[config.mk]
export PLATFORM = sky130hd
export DESIGN_NAME = spi_clkframe_gen
export DESIGN_NICKNAME = d
export VERILOG_FILES = /design/src/rtl/spi_clkframe_gen.sv
export SDC_FILE = /design/constraint.sdc
export NUM_CORES = 1
export LEC_CHECK = 0
export BUFFER_PORTS_ARGS = -buffer_cell sky130_fd_sc_hd__buf_2
export CAP_MARGIN = 20
export CORE_MARGIN = 5
export CORE_UTILIZATION = 36
export DETAILED_ROUTE_END_ITERATION = 10
export PLACE_DENSITY_LB_ADDON = 0.12
export SLEW_MARGIN = 20
export SYNTH_ARGS = -nofsm -noshare
export SYNTH_HDL_FRONTEND = slang
export SYNTH_SLANG_ARGS = --single-unit
[constraint.sdc]
create_clock -name clk -period 3.21 [get_ports clk]
set_clock_uncertainty 0.15 [all_clocks]
set_input_delay 0.321 -clock clk [delete_from_list [all_inputs] [get_ports clk]]
set_output_delay 0.321 -clock clk [all_outputs]
set_load 0.01 [all_outputs]
[src/rtl/spi_clkframe_gen.sv]
module spi_clkframe_gen #(
  parameter int DIV_W    = 7,
  parameter int WORD_MAX = 16,
  parameter int LEN_W    = $clog2(WORD_MAX)
) (
  input  logic                clk,
  input  logic                rst_n,
  input  logic [DIV_W-1:0]    brr,
  input  logic                start,
  input  logic [LEN_W-1:0]    len_m1,
  input  logic [WORD_MAX-1:0] tx_data,
  input  logic                din,
  output logic                sclk,
  output logic                cs_n,
  output logic                dout,
  output logic                busy,
  output logic                done,
  output logic [WORD_MAX-1:0] rx_data
);
  localparam int CNT_W = DIV_W + 1;

  typedef enum logic [2:0] {S_IDLE, S_LEAD, S_HI, S_LO, S_LAG} st_t;

  st_t                 st;
  logic [CNT_W-1:0]    cnt, n_r, n_in, hi_r, lo_r;
  logic [LEN_W-1:0]    left;
  logic [WORD_MAX-1:0] sr, rx;

  assign n_in = (brr < DIV_W'(3)) ? CNT_W'(4) : {1'b0, brr} + CNT_W'(1);
  assign hi_r = (n_r + CNT_W'(1)) >> 1;
  assign lo_r = n_r >> 1;
  assign busy = (st != S_IDLE);
  assign cs_n = ~busy;
  assign dout = sr[WORD_MAX-1];

  always_ff @(posedge clk or negedge rst_n) begin
    if (!rst_n) begin
      st      <= S_IDLE;
      cnt     <= '0;
      n_r     <= CNT_W'(4);
      left    <= '0;
      sr      <= '0;
      rx      <= '0;
      rx_data <= '0;
      sclk    <= 1'b0;
      done    <= 1'b0;
    end else begin
      done <= 1'b0;
      case (st)
        S_IDLE: if (start) begin
          n_r  <= n_in;
          cnt  <= n_in + (n_in >> 1) - CNT_W'(1);
          sr   <= tx_data << (LEN_W'(WORD_MAX - 1) - len_m1);
          rx   <= '0;
          left <= len_m1;
          st   <= S_LEAD;
        end
        S_LEAD, S_LO: if (cnt == '0) begin
          st   <= S_HI;
          sclk <= 1'b1;
          rx   <= {rx[WORD_MAX-2:0], din};
          cnt  <= hi_r - CNT_W'(1);
        end else cnt <= cnt - CNT_W'(1);
        S_HI: if (cnt == '0) begin
          sclk <= 1'b0;
          cnt  <= lo_r - CNT_W'(1);
          if (left == '0) st <= S_LAG;
          else begin
            st   <= S_LO;
            sr   <= sr << 1;
            left <= left - LEN_W'(1);
          end
        end else cnt <= cnt - CNT_W'(1);
        S_LAG: if (cnt == '0) begin
          st      <= S_IDLE;
          done    <= 1'b1;
          rx_data <= rx;
        end else cnt <= cnt - CNT_W'(1);
        default: st <= S_IDLE;
      endcase
    end
  end
endmodule

# Word-level counts from Yosys, hierarchy flattened
# Cells that the tools add are included.
# classes
add_sub_neg	9
mux	28
eq_ne	10
multipliers	0
n_reduce_logical	16
n_bitwise	1
n_lt_le_gt_ge	1
shift	1
div	0
# ops
op	count
$mux W16	5
$pmux W16 S2	2
$mux W8	5
$pmux W8 S4	1
$shl A16 B4 Y16	1
$sub A7 B1 Y8 const B	2
$sub A8 B1 Y8 const B	2
$mux W3	5
$mux W4	3
$ne A2 B2 Y1 const B	6
$pmux W3 S4	1
$reduce_and A3 Y1	3
$add A7 B1 Y8 const B	1
$add A8 B1 Y8 const B	1
$add A8 B7 Y8	1
$logic_not A8 Y1	1
$pmux W4 S2	1
$reduce_and A4 Y1	2
$lt A7 B2 Y1 const B	1
$eq A3 B2 Y1 const B	2
$reduce_bool A2 Y1	3
$logic_not A4 Y1	1
$mux W1	4
$reduce_and A2 Y1	2
other kinds (10)	10
# word_totals
latchBits	0
romBits	0
word_cells	75
ramBits	0
regBits	73
mem_count	0
inputBits	31
output_inout_bits	21

# Longest topological paths before layout
# logic_depth
ltp_word	6
depth_mapped	12
mapped_depth_nobuf	12

# Worst setup path before layout
# No wires, ideal clock.
# synth_timing
path_kind	input port to flip-flop
from	input port brr[0]
to	register cnt[7]
setup_ps	133
n_path_buf	0
slack_ps	341
arrival_time_ps	2586
required_ps	2927
cell_stages	12
cell_sequence	a211o_1 nor4_1 nor2_1 ha_1 inv_1 ha_1 fa_1 a211oi_1 o21ai_0 and3_1 o21ai_0 nand3_1
# synth_between
elab_chain_cells	6
word_cells_on_any_way	7
classes_between	add/sub: 3; order compare: 1; mux: 3
# synth_lines
item	line	source
start, declared	8	input logic [DIV_W-1:0] brr,
$add A7 B1 Y8 or $lt A7 B2 Y1 (tied branches)	29	assign n_in = (brr < DIV_W'(3)) ? CNT_W'(4) : {1'b0, brr} + CNT_W'(1);
$mux W8 *	29	
$add A8 B7 Y8 *	52	cnt <= n_in + (n_in >> 1) - CNT_W'(1);
$sub A8 B1 Y8 *	52	
$mux W8 *	50	S_IDLE: if (start) begin
$pmux W8 S4 *	49	case (st)
end signal, assigned	52	
end signal, assigned	62	cnt <= hi_r - CNT_W'(1);
end signal, assigned	63	end else cnt <= cnt - CNT_W'(1);
end, declared	25	logic [CNT_W-1:0] cnt, n_r, n_in, hi_r, lo_r;
# Mark *: on every way between the ends. The rest lies on a longest branch, timed or not. The select of a mux whose other input is x is not followed.
# A chain may end at the register's enable or synchronous reset.

# Worst setup path in the final report
# Same ends and word-level chain as after synthesis.

==> impl_metrics.ini <==
[sta]
hold-worst-slack_ns = -0.0500
slew_headroom = 0.368
finalHoldViolCount = 20
rsz0062_at_grt = no
tightest_slew_ns = 0.947
setup_tns_ns = 0
max_freq_mhz = 354
post-route-min-period_ns = 2.83
slew_viol_final = 0
timing.final.crit_share = 0.880
setup_viol = 0

[finish]
post-route-util = 0.427
nets = 637
insertedDiodeCount = 0
area_growth_pct = 15.8
design_area_um2 = 5950
layout-drive-gt1-share = 0.235

[clock_network]
cts_max_path_buffers = 2
tritoncts = built
cts_resized = 0
cts_sinks = 73
cts-root-buf = clkbuf_16
clk_latency_ns = 0.34
cts_max_level = 3
postCtsHoldBufs = 0
post_cts_buffers = 0
numCtsBuffers = 9
path_clk_slew_ns = 0.06

[grt]
grt_max_degree = 74
grt_usage = 0.159
grt_overflow = 0
antenna_found_initial = 0
grt_pass1_wl_um = 21400
use_met1 = 0.228
grt-busiest-layer = met2
met2_usage = 0.245
met3_usage = 0.0367
grt_pass1_vias = 4159

[floorplanning]
start_util = 0.369
rows = 43
coreArea_um2 = 13900
io_pins = 52
die_h_um = 129
fp.dieW_um = 129
die_area_um2 = 16800

[place]
gp_congestion = 0.851
portBuffers = 51
post_dp_cell_area_um2 = 5580
hpwl_um = 9460

[setup_path]
worstSetupStartpointType = input pin
rrSetupSlack_ns = 0.57
crit_slowest_cell = fa_1
arrival_ns = 2.89
worstPathMaxFanout = 5
reg2reg_to = cnt[4]
criticalPathCategory = input pin to flip-flop
max_stage_delay_ns = 0.43
worstRegToRegCells = 8
crit_path_end_kind = flip-flop
crit_chain = buf_2, a211o_1, nor4_2, nor2_1, ha_1, inv_1, ha_1, fa_1, a211oi_1, o21ai_0, and3_1, o21ai_0, nand3_1
crit_required_ns = 3.27
rr_startpoint = n_r[0]

[status]
outcome = complete, but fails checks
violations = hold timing

[yosys]
synth-edff-count = 0
synth.top_cells.by_count = dfrtp_1, nand2_1, o21ai_0
synth-seq-area-share = 0.356
async_flop_share = 1.00
ys.warnings.count = 0
yosysTopAreaCell = dfrtp_1
synthCells = 546
syn-num-nets = 597
synth_top_area_share = 0.351
ys.flop_type = dfrtp_1
synth_most_common_cell = dfrtp_1
ys_top_cells_by_area = dfrtp_1, o21ai_0, mux4_2
synth-seq-cells = 73
synth_area_um2 = 5140
postSynthAreaPerCell_um2 = 9.41
synthDistinctLibCells = 65

[drt]
via_per_inst = 5.55
wl_per_cell_um = 16.9
wl_um = 13000
drc = 0
drtIter0Drc = 363
drtAntennaViolNets = 0
vias = 4280
drt_first_pass_iters = 5

[pwr]
ir_drop_uv = 236
power_leakage_uw = 0.00269
powerDensity_nw_per_um2 = 471

[hold_path]
holdCritPathClass = input pin to asynchronous set/reset pin

[run]
maxCapViolCount = 0
[kinds of logic (layout without fill, tap and decap cells)]
family,count (synthesis),count (layout),synth area share
buffers and inverters,56,101,0.0441
AO/OA/AOI/OAI,142,142,0.177
adder cells (fa/ha/maj),21,21,0.0521
XOR/XNOR,18,18,0.0307
flip-flops,73,73,0.356
multiplexers,61,61,0.166
AND/OR/NAND/NOR,175,175,0.174
[stage by stage]
step	total power [uW]	instances	setup slack, ns
after CTS	2830	771	0.310
after global routing	2940	771	0.101
after global placement	1550	755	0.0366
after detailed placement	1560	755	-0.0256
after floorplan	1410	546	0.341
final	2800	771	0.385
[layout by cell type, fill, tap and decap left out, types with 16 or more instances in the layout]
| cell type | synthesis | final |
|---|---|---|
| dfrtp_1 | 72 | 72 |
| mux2i_1 | 18 | 18 |
| buf_4 | 0 | 16 |
| ha_1 | 19 | 19 |
| inv_1 | 19 | 19 |
| mux2_2 | 21 | 21 |
| o21ai_0 | 66 | 66 |
| buf_2 | 6 | 50 |
| nor2_1 | 28 | 28 |
| nand2_1 | 68 | 68 |
[routing by layer]
metal,share of wire,vias up
li1,-,2087
met1,0.49,2086
met2,0.46,97
met3,0.045,10
met4,0.0070,0
met5,0,-
[sequential cells by signal, summed over array words and instances, names as in the netlist]
name,cells
n_r,8
rx_data,16
rx,16
st,3
cnt,8
sr,16
done,1
left,4
sclk,1
[layout make-up]
| type | count | area [um^2] |
|---|---|---|
| flip-flops and latches | 73 | 1830 |
| inverters | 19 | 71.3 |
| clock buffers | 10 | 229 |
| well taps | 180 | 225 |
| repair buffers | 66 | 370 |
| clock inverters | 6 | 138 |
| multi-input cells | 417 | 3090 |
| fillers | 1380 | 7990 |
[worst max-delay path, delay by kind of cell]
kind	cells	cell delay, ns
buffers and inverters	2	0.17
AND/OR/NAND/NOR	4	0.60
adder cells (fa/ha/maj)	3	0.95
AO/OA/AOI/OAI	4	0.86
[how the worst max path moves through the flow]
stage | slack (ns) | to | from
after global placement | 0.04 | cnt[7] | brr[0]
final | 0.38 | cnt[7] | brr[0]
after global routing | 0.10 | cnt[7] | brr[0]
after detailed placement | -0.03 | cnt[7] | brr[0]
after CTS | 0.31 | cnt[7] | brr[0]
after floorplan | 0.34 | cnt[7] | brr[0]
[power breakdown]
part | total [uW] | switching, uW | internal [uW]
logic | 501 | 262 | 239
registers | 1050 | 80.9 | 969
clock network | 1250 | 410 | 843
Power figures use the tool's default switching activity.
